--- src/rtl/csort_pkg.sv ---
package csort_pkg;
    typedef enum logic {
        S_IDLE = 1'b0,
        S_WALK = 1'b1
    } walk_state_e;
endpackage

--- src/rtl/csort_req_fifo.sv ---
module csort_req_fifo #(
    parameter int DEPTH = 4,
    parameter int W     = 7,
    localparam int AW   = (DEPTH > 1) ? $clog2(DEPTH) : 1,
    localparam int CW   = $clog2(DEPTH + 1)
) (
    input  logic          clk,
    input  logic          rst_n,
    input  logic          push,
    input  logic [W-1:0]  push_data,
    input  logic          pop,
    output logic [W-1:0]  front,
    output logic [CW-1:0] count
);
    typedef struct packed {
        logic [AW-1:0] wp;
        logic [AW-1:0] rp;
        logic [CW-1:0] cnt;
    } fifo_ctl_t;

    fifo_ctl_t  ctl_d, ctl_q;
    logic [W-1:0] slot_d [DEPTH];
    logic [W-1:0] slot_q [DEPTH];

    function automatic logic [AW-1:0] bump(input logic [AW-1:0] p);
        return (p == AW'(DEPTH - 1)) ? '0 : p + 1'b1;
    endfunction

    always_comb begin
        ctl_d  = ctl_q;
        slot_d = slot_q;
        if (push) begin
            slot_d[ctl_q.wp] = push_data;
            ctl_d.wp         = bump(ctl_q.wp);
        end
        if (pop) begin
            ctl_d.rp = bump(ctl_q.rp);
        end
        case ({push, pop})
            2'b10:   ctl_d.cnt = ctl_q.cnt + 1'b1;
            2'b01:   ctl_d.cnt = ctl_q.cnt - 1'b1;
            default: ctl_d.cnt = ctl_q.cnt;
        endcase
    end

    always_ff @(posedge clk) begin
        if (!rst_n) begin
            ctl_q <= '0;
            for (int i = 0; i < DEPTH; i++) slot_q[i] <= '0;
        end else begin
            ctl_q  <= ctl_d;
            slot_q <= slot_d;
        end
    end

    assign front = slot_q[ctl_q.rp];
    assign count = ctl_q.cnt;

    // the queue never takes a request it has no room for
    a_r2_no_overflow: assert property (@(posedge clk) disable iff (!rst_n)
        (push && !pop) |-> (ctl_q.cnt < CW'(DEPTH)));
    // nothing is drained from an empty queue
    a_r9_no_underflow: assert property (@(posedge clk) disable iff (!rst_n)
        pop |-> (ctl_q.cnt != '0));
endmodule

--- src/rtl/csort_entry_mem.sv ---
module csort_entry_mem #(
    parameter int DEPTH  = 32,
    parameter int PC_W   = 16,
    parameter int MASK_W = 8,
    parameter int PORTS  = 3,
    localparam int IDX_W = $clog2(DEPTH),
    localparam int PTR_W = IDX_W + 1
) (
    input  logic                        clk,
    input  logic                        rst_n,
    input  logic                        wr_en,
    input  logic [IDX_W-1:0]            wr_idx,
    input  logic [PC_W-1:0]             wr_pc,
    input  logic [MASK_W-1:0]           wr_mask,
    input  logic [PORTS-1:0]            lk_en,
    input  logic [PORTS-1:0][IDX_W-1:0] lk_idx,
    input  logic [PORTS-1:0][PTR_W-1:0] lk_ptr,
    output logic [PC_W-1:0]             pc_o   [DEPTH],
    output logic [MASK_W-1:0]           mask_o [DEPTH],
    output logic [PTR_W-1:0]            next_o [DEPTH]
);
    localparam logic [PTR_W-1:0] NIL = {1'b1, {IDX_W{1'b0}}};

    logic [PC_W-1:0]   pc_d   [DEPTH];
    logic [PC_W-1:0]   pc_q   [DEPTH];
    logic [MASK_W-1:0] mask_d [DEPTH];
    logic [MASK_W-1:0] mask_q [DEPTH];
    logic [PTR_W-1:0]  next_d [DEPTH];
    logic [PTR_W-1:0]  next_q [DEPTH];

    always_comb begin
        pc_d   = pc_q;
        mask_d = mask_q;
        next_d = next_q;
        if (wr_en) begin
            pc_d[wr_idx]   = wr_pc;
            mask_d[wr_idx] = wr_mask;
        end
        for (int p = 0; p < PORTS; p++) begin
            if (lk_en[p]) next_d[lk_idx[p]] = lk_ptr[p];
        end
    end

    always_ff @(posedge clk) begin
        if (!rst_n) begin
            for (int i = 0; i < DEPTH; i++) begin
                pc_q[i]   <= '0;
                mask_q[i] <= '0;
                next_q[i] <= (i == DEPTH - 1) ? NIL : PTR_W'(i + 1);
            end
        end else begin
            pc_q   <= pc_d;
            mask_q <= mask_d;
            next_q <= next_d;
        end
    end

    assign pc_o   = pc_q;
    assign mask_o = mask_q;
    assign next_o = next_q;

    // two link ports never target the same entry in one cycle
    generate
        for (genvar a = 0; a < PORTS; a++) begin : g_pa
            for (genvar b = a + 1; b < PORTS; b++) begin : g_pb
                a_r10_link_ports_disjoint: assert property (@(posedge clk) disable iff (!rst_n)
                    (lk_en[a] && lk_en[b]) |-> (lk_idx[a] != lk_idx[b]));
            end
        end
    endgenerate
endmodule

--- src/rtl/csort_store.sv ---
module csort_store
    import csort_pkg::*;
#(
    parameter int NUM_WARPS        = 4,
    parameter int ENTRIES_PER_WARP = 8,
    parameter int PC_W             = 16,
    parameter int MASK_W           = 8,
    parameter int FIFO_DEPTH       = 4,
    parameter int DEGRADE_AT       = 3,
    localparam int DEPTH  = NUM_WARPS * ENTRIES_PER_WARP,
    localparam int IDX_W  = $clog2(DEPTH),
    localparam int PTR_W  = IDX_W + 1,
    localparam int WARP_W = (NUM_WARPS > 1) ? $clog2(NUM_WARPS) : 1,
    localparam int REQ_W  = WARP_W + IDX_W,
    localparam int CNT_W  = $clog2(FIFO_DEPTH + 1)
) (
    input  logic              clk,
    input  logic              rst_n,
    input  logic              ins_valid,
    output logic              ins_ready,
    input  logic [WARP_W-1:0] ins_warp,
    input  logic [PC_W-1:0]   ins_pc,
    input  logic [MASK_W-1:0] ins_mask,
    input  logic              pop_valid,
    output logic              pop_ready,
    input  logic [WARP_W-1:0] pop_warp,
    output logic              resp_valid,
    output logic              resp_hit,
    output logic [PC_W-1:0]   resp_pc,
    output logic [MASK_W-1:0] resp_mask
);
    localparam logic [PTR_W-1:0] NIL = {1'b1, {IDX_W{1'b0}}};

    typedef struct packed {
        walk_state_e       st;
        logic [WARP_W-1:0] wwarp;
        logic [IDX_W-1:0]  widx;
        logic [PTR_W-1:0]  cur;
        logic [PTR_W-1:0]  free_head;
        logic              resp_v;
        logic              resp_hit;
        logic [PC_W-1:0]   resp_pc;
        logic [MASK_W-1:0] resp_mask;
    } ctl_t;

    ctl_t ctl_d, ctl_q;
    logic [PTR_W-1:0] head_d [NUM_WARPS];
    logic [PTR_W-1:0] head_q [NUM_WARPS];

    // entry table
    logic                    wr_en;
    logic [IDX_W-1:0]        wr_idx;
    logic [2:0]              lk_en;
    logic [2:0][IDX_W-1:0]   lk_idx;
    logic [2:0][PTR_W-1:0]   lk_ptr;
    logic [PC_W-1:0]         pcs   [DEPTH];
    logic [MASK_W-1:0]       masks [DEPTH];
    logic [PTR_W-1:0]        nxt   [DEPTH];

    csort_entry_mem #(
        .DEPTH (DEPTH),
        .PC_W  (PC_W),
        .MASK_W(MASK_W),
        .PORTS (3)
    ) u_mem (
        .clk    (clk),
        .rst_n  (rst_n),
        .wr_en  (wr_en),
        .wr_idx (wr_idx),
        .wr_pc  (ins_pc),
        .wr_mask(ins_mask),
        .lk_en  (lk_en),
        .lk_idx (lk_idx),
        .lk_ptr (lk_ptr),
        .pc_o   (pcs),
        .mask_o (masks),
        .next_o (nxt)
    );

    // request queue: warp and entry index of each accepted insertion
    logic              ins_fire;
    logic              fifo_pop;
    logic [REQ_W-1:0]  fifo_front;
    logic [CNT_W-1:0]  fifo_cnt;
    logic [WARP_W-1:0] front_warp;
    logic [IDX_W-1:0]  front_idx;

    csort_req_fifo #(
        .DEPTH(FIFO_DEPTH),
        .W    (REQ_W)
    ) u_fifo (
        .clk      (clk),
        .rst_n    (rst_n),
        .push     (ins_fire),
        .push_data({ins_warp, ctl_q.free_head[IDX_W-1:0]}),
        .pop      (fifo_pop),
        .front    (fifo_front),
        .count    (fifo_cnt)
    );

    assign front_warp = fifo_front[REQ_W-1:IDX_W];
    assign front_idx  = fifo_front[IDX_W-1:0];

    // port handshakes
    logic             pop_fire;
    logic [PTR_W-1:0] pop_head;
    logic [IDX_W-1:0] pop_idx;
    logic             pop_has;

    assign ins_ready = !ctl_q.free_head[PTR_W-1] && (fifo_cnt < CNT_W'(FIFO_DEPTH));
    assign ins_fire  = ins_valid && ins_ready;
    assign pop_ready = !((ctl_q.st == S_WALK) && (ctl_q.wwarp == pop_warp));
    assign pop_fire  = pop_valid && pop_ready;
    assign pop_head  = head_q[pop_warp];
    assign pop_idx   = pop_head[IDX_W-1:0];
    assign pop_has   = !pop_head[PTR_W-1];

    // next-state logic
    logic             disp;
    logic             degrade;
    logic [PTR_W-1:0] fh_after;
    logic [PTR_W-1:0] front_head;
    logic [PTR_W-1:0] walk_next;

    assign front_head = head_q[front_warp];
    assign walk_next  = nxt[ctl_q.cur[IDX_W-1:0]];

    always_comb begin
        ctl_d    = ctl_q;
        head_d   = head_q;
        wr_en    = 1'b0;
        wr_idx   = ctl_q.free_head[IDX_W-1:0];
        lk_en    = '0;
        lk_idx   = '0;
        lk_ptr   = '0;
        fifo_pop = 1'b0;
        disp     = 1'b0;
        degrade  = 1'b0;

        // allocation from the free list
        fh_after = ctl_q.free_head;
        if (ins_fire) begin
            wr_en    = 1'b1;
            fh_after = nxt[ctl_q.free_head[IDX_W-1:0]];
        end
        ctl_d.free_head = fh_after;

        // pop path: unlink head, return it to the free list
        ctl_d.resp_v    = pop_fire;
        ctl_d.resp_hit  = pop_fire && pop_has;
        ctl_d.resp_pc   = '0;
        ctl_d.resp_mask = '0;
        if (pop_fire && pop_has) begin
            ctl_d.resp_pc    = pcs[pop_idx];
            ctl_d.resp_mask  = masks[pop_idx];
            head_d[pop_warp] = nxt[pop_idx];
            lk_en[2]         = 1'b1;
            lk_idx[2]        = pop_idx;
            lk_ptr[2]        = fh_after;
            ctl_d.free_head  = pop_head;
        end

        // insertion engine
        case (ctl_q.st)
            S_IDLE: begin
                if ((fifo_cnt != '0) && !(pop_fire && (pop_warp == front_warp))) begin
                    disp     = 1'b1;
                    fifo_pop = 1'b1;
                    degrade  = (fifo_cnt >= CNT_W'(DEGRADE_AT));
                    if (degrade || front_head[PTR_W-1]
                        || (pcs[front_head[IDX_W-1:0]] > pcs[front_idx])) begin
                        lk_en[0]           = 1'b1;
                        lk_idx[0]          = front_idx;
                        lk_ptr[0]          = front_head;
                        head_d[front_warp] = {1'b0, front_idx};
                    end else begin
                        ctl_d.st    = S_WALK;
                        ctl_d.wwarp = front_warp;
                        ctl_d.widx  = front_idx;
                        ctl_d.cur   = front_head;
                    end
                end
            end
            S_WALK: begin
                if (walk_next[PTR_W-1]
                    || (pcs[walk_next[IDX_W-1:0]] > pcs[ctl_q.widx])) begin
                    lk_en[0]  = 1'b1;
                    lk_idx[0] = ctl_q.widx;
                    lk_ptr[0] = walk_next;
                    lk_en[1]  = 1'b1;
                    lk_idx[1] = ctl_q.cur[IDX_W-1:0];
                    lk_ptr[1] = {1'b0, ctl_q.widx};
                    ctl_d.st  = S_IDLE;
                end else begin
                    ctl_d.cur = walk_next;
                end
            end
            default: ctl_d.st = S_IDLE;
        endcase
    end

    always_ff @(posedge clk) begin
        if (!rst_n) begin
            ctl_q           <= '0;
            ctl_q.st        <= S_IDLE;
            ctl_q.cur       <= NIL;
            ctl_q.free_head <= '0;
            for (int w = 0; w < NUM_WARPS; w++) head_q[w] <= NIL;
        end else begin
            ctl_q  <= ctl_d;
            head_q <= head_d;
        end
    end

    assign resp_valid = ctl_q.resp_v;
    assign resp_hit   = ctl_q.resp_hit;
    assign resp_pc    = ctl_q.resp_pc;
    assign resp_mask  = ctl_q.resp_mask;

    // every accepted pop is answered on the following cycle
    a_r6_resp_after_pop: assert property (@(posedge clk) disable iff (!rst_n)
        pop_fire |=> resp_valid);
    // no answer appears without a pop one cycle earlier
    a_r6_no_stray_resp: assert property (@(posedge clk) disable iff (!rst_n)
        resp_valid |-> $past(pop_fire));
    // a miss carries no data
    a_r7_miss_is_clean: assert property (@(posedge clk) disable iff (!rst_n)
        (resp_valid && !resp_hit) |-> (resp_pc == '0 && resp_mask == '0));
    // the list under a walk is never popped
    a_r8_no_pop_into_walk: assert property (@(posedge clk) disable iff (!rst_n)
        (ctl_q.st == S_WALK) |-> !(pop_fire && (pop_warp == ctl_q.wwarp)));
    // the walk cursor always points at a list entry
    a_r4_cursor_in_list: assert property (@(posedge clk) disable iff (!rst_n)
        (ctl_q.st == S_WALK) |-> !ctl_q.cur[PTR_W-1]);
    // a request dispatched over the threshold becomes its warp's head
    a_r5_stack_link: assert property (@(posedge clk) disable iff (!rst_n)
        (disp && degrade) |=> (head_q[$past(front_warp)] == {1'b0, $past(front_idx)}));
endmodule

--- config.mk ---
export PLATFORM = sky130hd
export DESIGN_NAME = csort_store
export DESIGN_NICKNAME = d
export VERILOG_FILES = /design/src/rtl/csort_pkg.sv /design/src/rtl/csort_req_fifo.sv /design/src/rtl/csort_entry_mem.sv /design/src/rtl/csort_store.sv
export SDC_FILE = /design/constraint.sdc
export NUM_CORES = 2
export LEC_CHECK = 0
export BUFFER_PORTS_ARGS = -buffer_cell sky130_fd_sc_hd__buf_2
export CAP_MARGIN = 5
export CELL_PAD_IN_SITES_DETAIL_PLACEMENT = 1
export CELL_PAD_IN_SITES_GLOBAL_PLACEMENT = 1
export CORE_MARGIN = 2
export CORE_UTILIZATION = 28
export CTS_CLUSTER_DIAMETER = 50
export DETAILED_ROUTE_END_ITERATION = 10
export MAX_ROUTING_LAYER = met4
export PLACE_DENSITY = 0.55
export RECOVER_POWER = 50
export SYNTH_ARGS = -nofsm -noshare
export SYNTH_HDL_FRONTEND = slang
export SYNTH_SLANG_ARGS = --single-unit
--- constraint.sdc ---
create_clock -name clk -period 19.2 [get_ports clk]
set_input_delay 2.88 -clock clk [delete_from_list [all_inputs] [get_ports clk]]
set_output_delay 2.88 -clock clk [all_outputs]
set_load 0.03 [all_outputs]
## Yosys cells after proc, flatten, opt, wreduce, memory -nomap -nowiden

Index checks and enable logic that the tools add are counted.

| word-level totals | value |
|---|---|
| bits in registers | 1064 |
| bits of input ports | 32 |
| output and inout bits | 28 |

| operators by class | value |
|---|---|
| add/sub/neg operators | 4 |
| $lt $le $gt $ge | 25 |
| equality and inequality tests | 9 |
| multiplexer cells | 99 |
| bitwise operators | 16 |
| reductions and logical operators | 26 |

Operators with widths:

| cell | number |
|---|---|
| 192-bit bitwise mux | 3 |
| 192-bit two-way mux | 3 |
| 512-bit bitwise mux | 1 |
| 16-bit binary-select mux with 5-bit select | 5 |
| 256-bit bitwise mux | 1 |
| 16-bit two-way mux | 11 |
| 6-bit two-way mux | 21 |
| 24-bit two-way mux | 4 |
| 6-bit binary-select mux with 5-bit select | 3 |
| 6-bit demux with 5-bit select | 3 |
| 16-bit demux with 5-bit select | 1 |
| 6-bit >= comparator, second input constant | 10 |
| 5-bit inverter with 6-bit output | 10 |
| 24-bit bitwise mux | 2 |
| 8-bit binary-select mux with 5-bit select | 1 |
| 8-bit demux with 5-bit select | 1 |
| 16-bit > comparator | 2 |
| 28-bit bitwise mux | 1 |
| 14-bit two-way mux | 2 |
| 5-bit two-way mux | 5 |
| 6-bit binary-select mux with 2-bit select | 2 |
| 6-bit demux with 2-bit select | 2 |
| 6-bit by 1-bit less-than comparator with 1-bit output, second input constant | 4 |
| 8-bit two-way mux | 3 |
| 31 further kinds | 78 |

## Longest topological paths before layout

| depth | value |
|---|---|
| word-level depth | 28 |
| mapped depth | 29 |

## Hierarchy

Synthesis repeated with hierarchy kept, for this count alone.

| unflattened totals | value |
|---|---|
| cells, all modules | 7554 |
| area total of the unflattened synthesis | 72508.3 um2 |

By module, submodules not included:

| module | instances | cells each | area each (um2) | sequential area each (um2) |
|---|---|---|---|---|
| csort_entry_mem | 1 | 4712 | 39371.5 | 19218.4 |
| csort_store | 1 | 2664 | 31450.2 | 1381.3 |
| csort_req_fifo | 1 | 178 | 1686.6 | 700.7 |

## Least setup slack after synthesis

No wires, ideal clock.

| path | value |
|---|---|
| path kind | input to output |
| from | in pop_warp[1] |
| to | out pop_ready |
| data arrival time | 3635 ps |
| slack | 12685 ps |
| stages on the path | 3 |
| buffers on the path | 1 |
| path through | clkbuf_1 -> xnor2_1 -> nand3_1 |

| on the way | value |
|---|---|
| word-level cells in the longest chain between the ends | 3 |

RTL lines:

| item | RTL line | source |
|---|---|---|
| start, declared | csort_store.sv:26 | `input logic [WARP_W-1:0] pop_warp,` |
| 2-bit equality test | csort_store.sv:112 | `assign pop_ready = !((ctl_q.st == S_WALK) && (ctl_q.wwarp == pop_warp));` |
| 1-bit logical AND | csort_store.sv:112 |  |
| 1-bit logical NOT | csort_store.sv:112 |  |
| end, declared | csort_store.sv:25 | `output logic pop_ready,` |

Every way passes these cells.

## Worst setup path after layout

| path | value |
|---|---|
| from | reg ctl_q[33] (netlist bit) |
| to | reg u_mem.next_q, in the netlist u_mem.next_o[38] |

| on the way | value |
|---|---|
| word-level cells in the longest chain between the ends | 23 |

RTL lines:

| item | RTL line | source |
|---|---|---|
| start, declared | csort_store.sv:46 | `ctl_t ctl_d, ctl_q;` |
| start signal, assigned | csort_store.sv:210 | `ctl_q <= ctl_d;` |
| 5-bit inverter with 6-bit output (implied by the code) | csort_store.sv:126 | `assign walk_next = nxt[ctl_q.cur[IDX_W-1:0]];` |
| 6-bit binary-select mux with 5-bit select | csort_store.sv:126 |  |
| 6-bit two-way mux (implied by the code) (2 in a row) | csort_store.sv:126 |  |
| 5-bit inverter with 6-bit output (implied by the code) | csort_store.sv:186 | `\|\| (pcs[walk_next[IDX_W-1:0]] > pcs[ctl_q.widx])) begin` |
| 16-bit binary-select mux with 5-bit select | csort_store.sv:186 |  |
| 16-bit two-way mux (implied by the code) (2 in a row) | csort_store.sv:186 |  |
| 16-bit > comparator | csort_store.sv:186 |  |
| 1-bit logical OR | csort_store.sv:186 |  |
| (+5 left out) | n/a |  |
| 6-bit two-way mux (implied by the code) | csort_entry_mem.sv:40 | `if (lk_en[p]) next_d[lk_idx[p]] = lk_ptr[p];` |
| 6-bit demux with 5-bit select | csort_entry_mem.sv:40 |  |
| 192-bit bitwise mux | csort_entry_mem.sv:40 |  |
| 192-bit two-way mux | csort_entry_mem.sv:40 |  |
| 192-bit bitwise mux | csort_entry_mem.sv:40 |  |
| 192-bit two-way mux (*) | csort_entry_mem.sv:40 |  |
| 192-bit bitwise mux | csort_entry_mem.sv:40 |  |
| 192-bit two-way mux (*) | csort_entry_mem.sv:40 |  |
| end signal, assigned by index | csort_entry_mem.sv:49 | `next_q[i] <= (i == DEPTH - 1) ? NIL : PTR_W'(i + 1);` |
| end signal, assigned | csort_entry_mem.sv:54 | `next_q <= next_d;` |
| end, declared | csort_entry_mem.sv:29 | `logic [PTR_W-1:0] next_q [DEPTH];` |

Mark *: on every way between the ends. The rest lies on a longest branch, timed or not. The select of a mux whose other input is x is not followed.
A chain may end at the register's enable or synchronous reset.

==> run summary <==
The run finished, with violations left. The final reports fail on capacitance limit, slew limit. Share of synthesized registers carrying an async set or reset: 0. The run gives 0.280 as the all-layer global routing usage. Number of global-route vias before repair: 68,953.

Entering global routing, the biggest net connects 233 pins. The multi-input gate area in the final layout came out at 49,400 um2. 60 I/O pins were placed.

The count of H-tree levels built during CTS was 4; the internal power contribution was 5.60 mW. The logs give 189 for the number of buffers created by CTS and 262,000 um2 for the placeable core area. For the remaining number of nets flagged by the antenna check after routing, the log shows 0. Fraction of the yosys area taken by sequential cells: 0.289. For this run, the detailed router's first-pass iteration total came to 5. Clock tree synthesis selected as its root buffer the cell clkbuf_16. IR analysis of the VDD net gives a maximum drop of 0.252 mV. The tools report the sequential cell area as 21,300 um2. Post-route minimum period: 10,710 ps. The area growth from synthesis to layout is 13.7%. The power density relative to cell area is 115 nW/um2, and the number of DRC markers after the initial detailed-route iteration is 7,412.

In the final design database the tool counted 7,761 nets. The run gives 14 as the number of antenna violations at the first check in global routing. For the pin with the worst max-slew slack, the measured transition is 3360 ps.

At the worst endpoint, the required time is 19,940 ps. The die is 517 um wide. The logs give 8,083 for the gate count after technology mapping and 0.320 for the share of the core filled with cells in the final layout.

For the initial core utilization, the log shows 0.281. When the netlist entered floorplanning its net count stood at 8,154. In this run the deepest clock path goes through 3 buffers. The largest fanout on the critical path came out at 96.

Buffers placed on the I/O ports in this run total 59. By startpoint and endpoint, the worst setup path is classified as flop to flop. The number of enable flip-flop cells after synthesis was 0. The run gives 31 as the reported max-cap violation count. The min-delay analysis places its worst path in the category flop to flop.

The die covers 267,000 um2. Summing over every cut layer, the via total after detailed routing is 69,177. Share of the clock period used by the worst path after layout: 0.558.

The critical path goes through buf_4 > mux4_2 > mux2i_1 > o21ai_0 > nor3_4 > buf_12 > buf_4 > buf_4 > mux2i_1 > a22oi_1 > nand2_1 > a221oi_1 > a211o_1 > ha_1 > nand4_1 > nor3_1 > a21boi_0 > o31a_1 > o21a_1 > and2_1 > nand4_1 > a2bb2oi_1 > o21ai_0. Number of rows created at floorplan: 188. Setup repair after global routing left no endpoint under its margin.

The largest single stage delay on the critical path is 1040 ps. The logs give 0 for the residual DRC count and 73,700 um2 for the post-synth design cell area. The synthesized netlist contains 91 unique library cells.

In this run the power spent charging and discharging nets is 4.05 mW. Fill cell instance count of the final layout: 29,839. The slowest stage of the critical path belongs to the cell and2_1. The congestion estimate from routability-driven global placement came to 0.972.

The clock reaches the later pin of the worst-skew pair after 920 ps. For the relative contribution of combinational cells to total power, the log shows 0.376. The leakage power was 26.3 nW. Averaged over all synthesized cells, the footprint is 9.12 um2. Launching element type of the critical path: a flop.

After clock tree synthesis, the clock-pin slew on the worst setup and hold paths is 50 ps. Before CTS, the worst setup slack after placement is 8790 ps. The first global-routing pass estimated 528 mm of wire. After layout, the worst setup slack is 8490 ps. The via density per instance is 6.08. The logs give 0 ps for the setup total negative slack and 0.246 for the share of power burned in registers. CTS saw 1,064 sinks.

By area the synthesized netlist is led by dfxtp_1 29%, mux4_2 21%, nand2_1 11%. The largest area contributor in the netlist was dfxtp_1. The cell that appears most often on the critical path is buf_4.

The overall die height is 517 um, and the number of pins exceeding their max-slew limit in the final report is 738. Setup violations remaining at the end of the flow were counted as 0. Between clock sinks in the finished design, the worst skew comes to 119 ps.

The worst setup path is captured at a flop. Switching share of power: 0.420. Fraction of post-synthesis cell area in the top cell type by area: 0.289.

The tools report the number of hold violations in the final report as 0. At the worst endpoint, the arrival time is 11,450 ps. The number of buffers inserted by hold repair at cts was 0. Once placement completed, the tool counted placed cells totaling 11,012. The worst slew margin relative to its limit was -1.25; the routed wirelength normalized by instance count was 32.6 um. The routed design has 371 mm of wire.

After synthesis, the most frequently instantiated cells are 2,152 x nand2_1, 1,064 x dfxtp_1, 807 x a21boi_0. The logs give 0 for the total global routing overflow and 0.378 for the clock group share of total power. The total number of yosys warnings is 0, and the register bit total from synthesis is 1,064. Once the clock tree was built, the setup fixing pass inserted 0 buffers.

TritonCTS built the clock tree. Post-cts sizing count: 0. The fraction of layout instances using a drive strength above 1 was 0.196. Excluding fillers, the count of instances in the completed layout stands at 11,385. For this run, the leading register cell type out of synthesis is dfxtp_1. The most repeated cell in the gate-level netlist after synthesis was nand2_1. The maximum clock frequency was 93.4 MHz; the detailed-placement wirelength estimate was 226 mm.
final timing paths:
check	depth (start not counted)	end	startpoint	slack, ps
worst min register to register	2	u_mem.mask_o[104]	u_mem.mask_o[104]	460
worst max-delay path	23	u_mem.next_o[38]	ctl_q[33]	8490
worst min-delay path	2	u_mem.mask_o[104]	u_mem.mask_o[104]	460
worst max register to register	23	u_mem.next_o[38]	ctl_q[33]	8490
per-layer routing:
layer	track usage	part of all wire
met1	0.359	0.42
met2	0.417	0.44
met3	0.0629	0.088
met4	0.130	0.053
met5	-	0
power by group through the flow:
stage	Clock (mW)	Sequential (mW)	Combinational, mW
CTS	3.70	2.37	3.52
finish	3.65	2.37	3.63
global placement	0	2.41	3.48
global route	3.80	2.38	3.71
floorplan	0	2.36	2.09
detailed placement	0	2.42	3.51
registers in the layout (all words and copies together), names as in the netlist:
signal	flops
resp_hit	1
u_fifo.ctl_q	4
head_q	24
u_mem.mask_o	256
u_mem.next_o	192
u_mem.pc_o	512
resp_pc	16
ctl_q	19
u_fifo.slot_q	28
resp_mask	8
resp_valid	1
u_fifo.count	3
layout by cell type, fill, tap and decap left out, types with 35 or more instances in the layout:
cell       synthesis  final
nor2b_1           53     49
o21ai_0          144    143
nor2_1           214    181
o22ai_1           44     44
nand3_1          111    110
clkinv_2           0     35
clkbuf_16          0    189
a211oi_1          84     84
clkbuf_1         617     67
a21oi_1          234    234
o2111ai_1         53     53
and3_1            38     38
buf_4             29    145
nor3_1            67     64
ha_1              38     38
o211ai_1         186    186
a22oi_1           71     71
mux2_2           200    198
nand2_1         2152   2125
mux2i_1          617    616
a21boi_0         807    807
dfxtp_1         1064   1055
mux4_2           673    664
worst max-delay path: cells and delay by family (launching register included):
family,cells,cell delay (ps)
AOI/OAI and AO/OA,9,3700
and+or+nand+nor,6,2200
DFF,1,760
adders and majority gates,1,230
buffers and inverters,4,2680
muxes,3,900
cells by family after synthesis:
logic type | synth area share
buffers and inverters | 0.0470
XOR/XNOR | 0.000713
AO/OA/AOI/OAI | 0.177
adder cells (fa/ha/maj) | 0.00672
flip-flops | 0.289
AND/OR/NAND/NOR | 0.159
multiplexers | 0.321
area by class of cell:
| cell class | count | share of cell area |
|---|---|---|
| Antenna cell | 14 | 0.000418 |
| Inverter | 22 | 0.00102 |
| Clock inverter | 130 | 0.0204 |
| Clock buffer | 227 | 0.0612 |
| Multi-Input combinational cell | 6170 | 0.590 |
| Sequential cell | 1064 | 0.254 |
| Tap cell | 3515 | 0.0525 |
| Timing Repair Buffer | 243 | 0.0203 |
per-stage QoR:
step | area [um2] | total power, mW | hold WS [ps]
CTS | 84000 | 9.59 | 463
global placement | 77100 | 5.89 | 447
global route | 83800 | 9.88 | 483
floorplan | 73700 | 4.46 | 440
finish | 83800 | 9.65 | 459
detailed placement | 77100 | 5.92 | 456
Note: power is estimated with default switching activity, not from simulation.
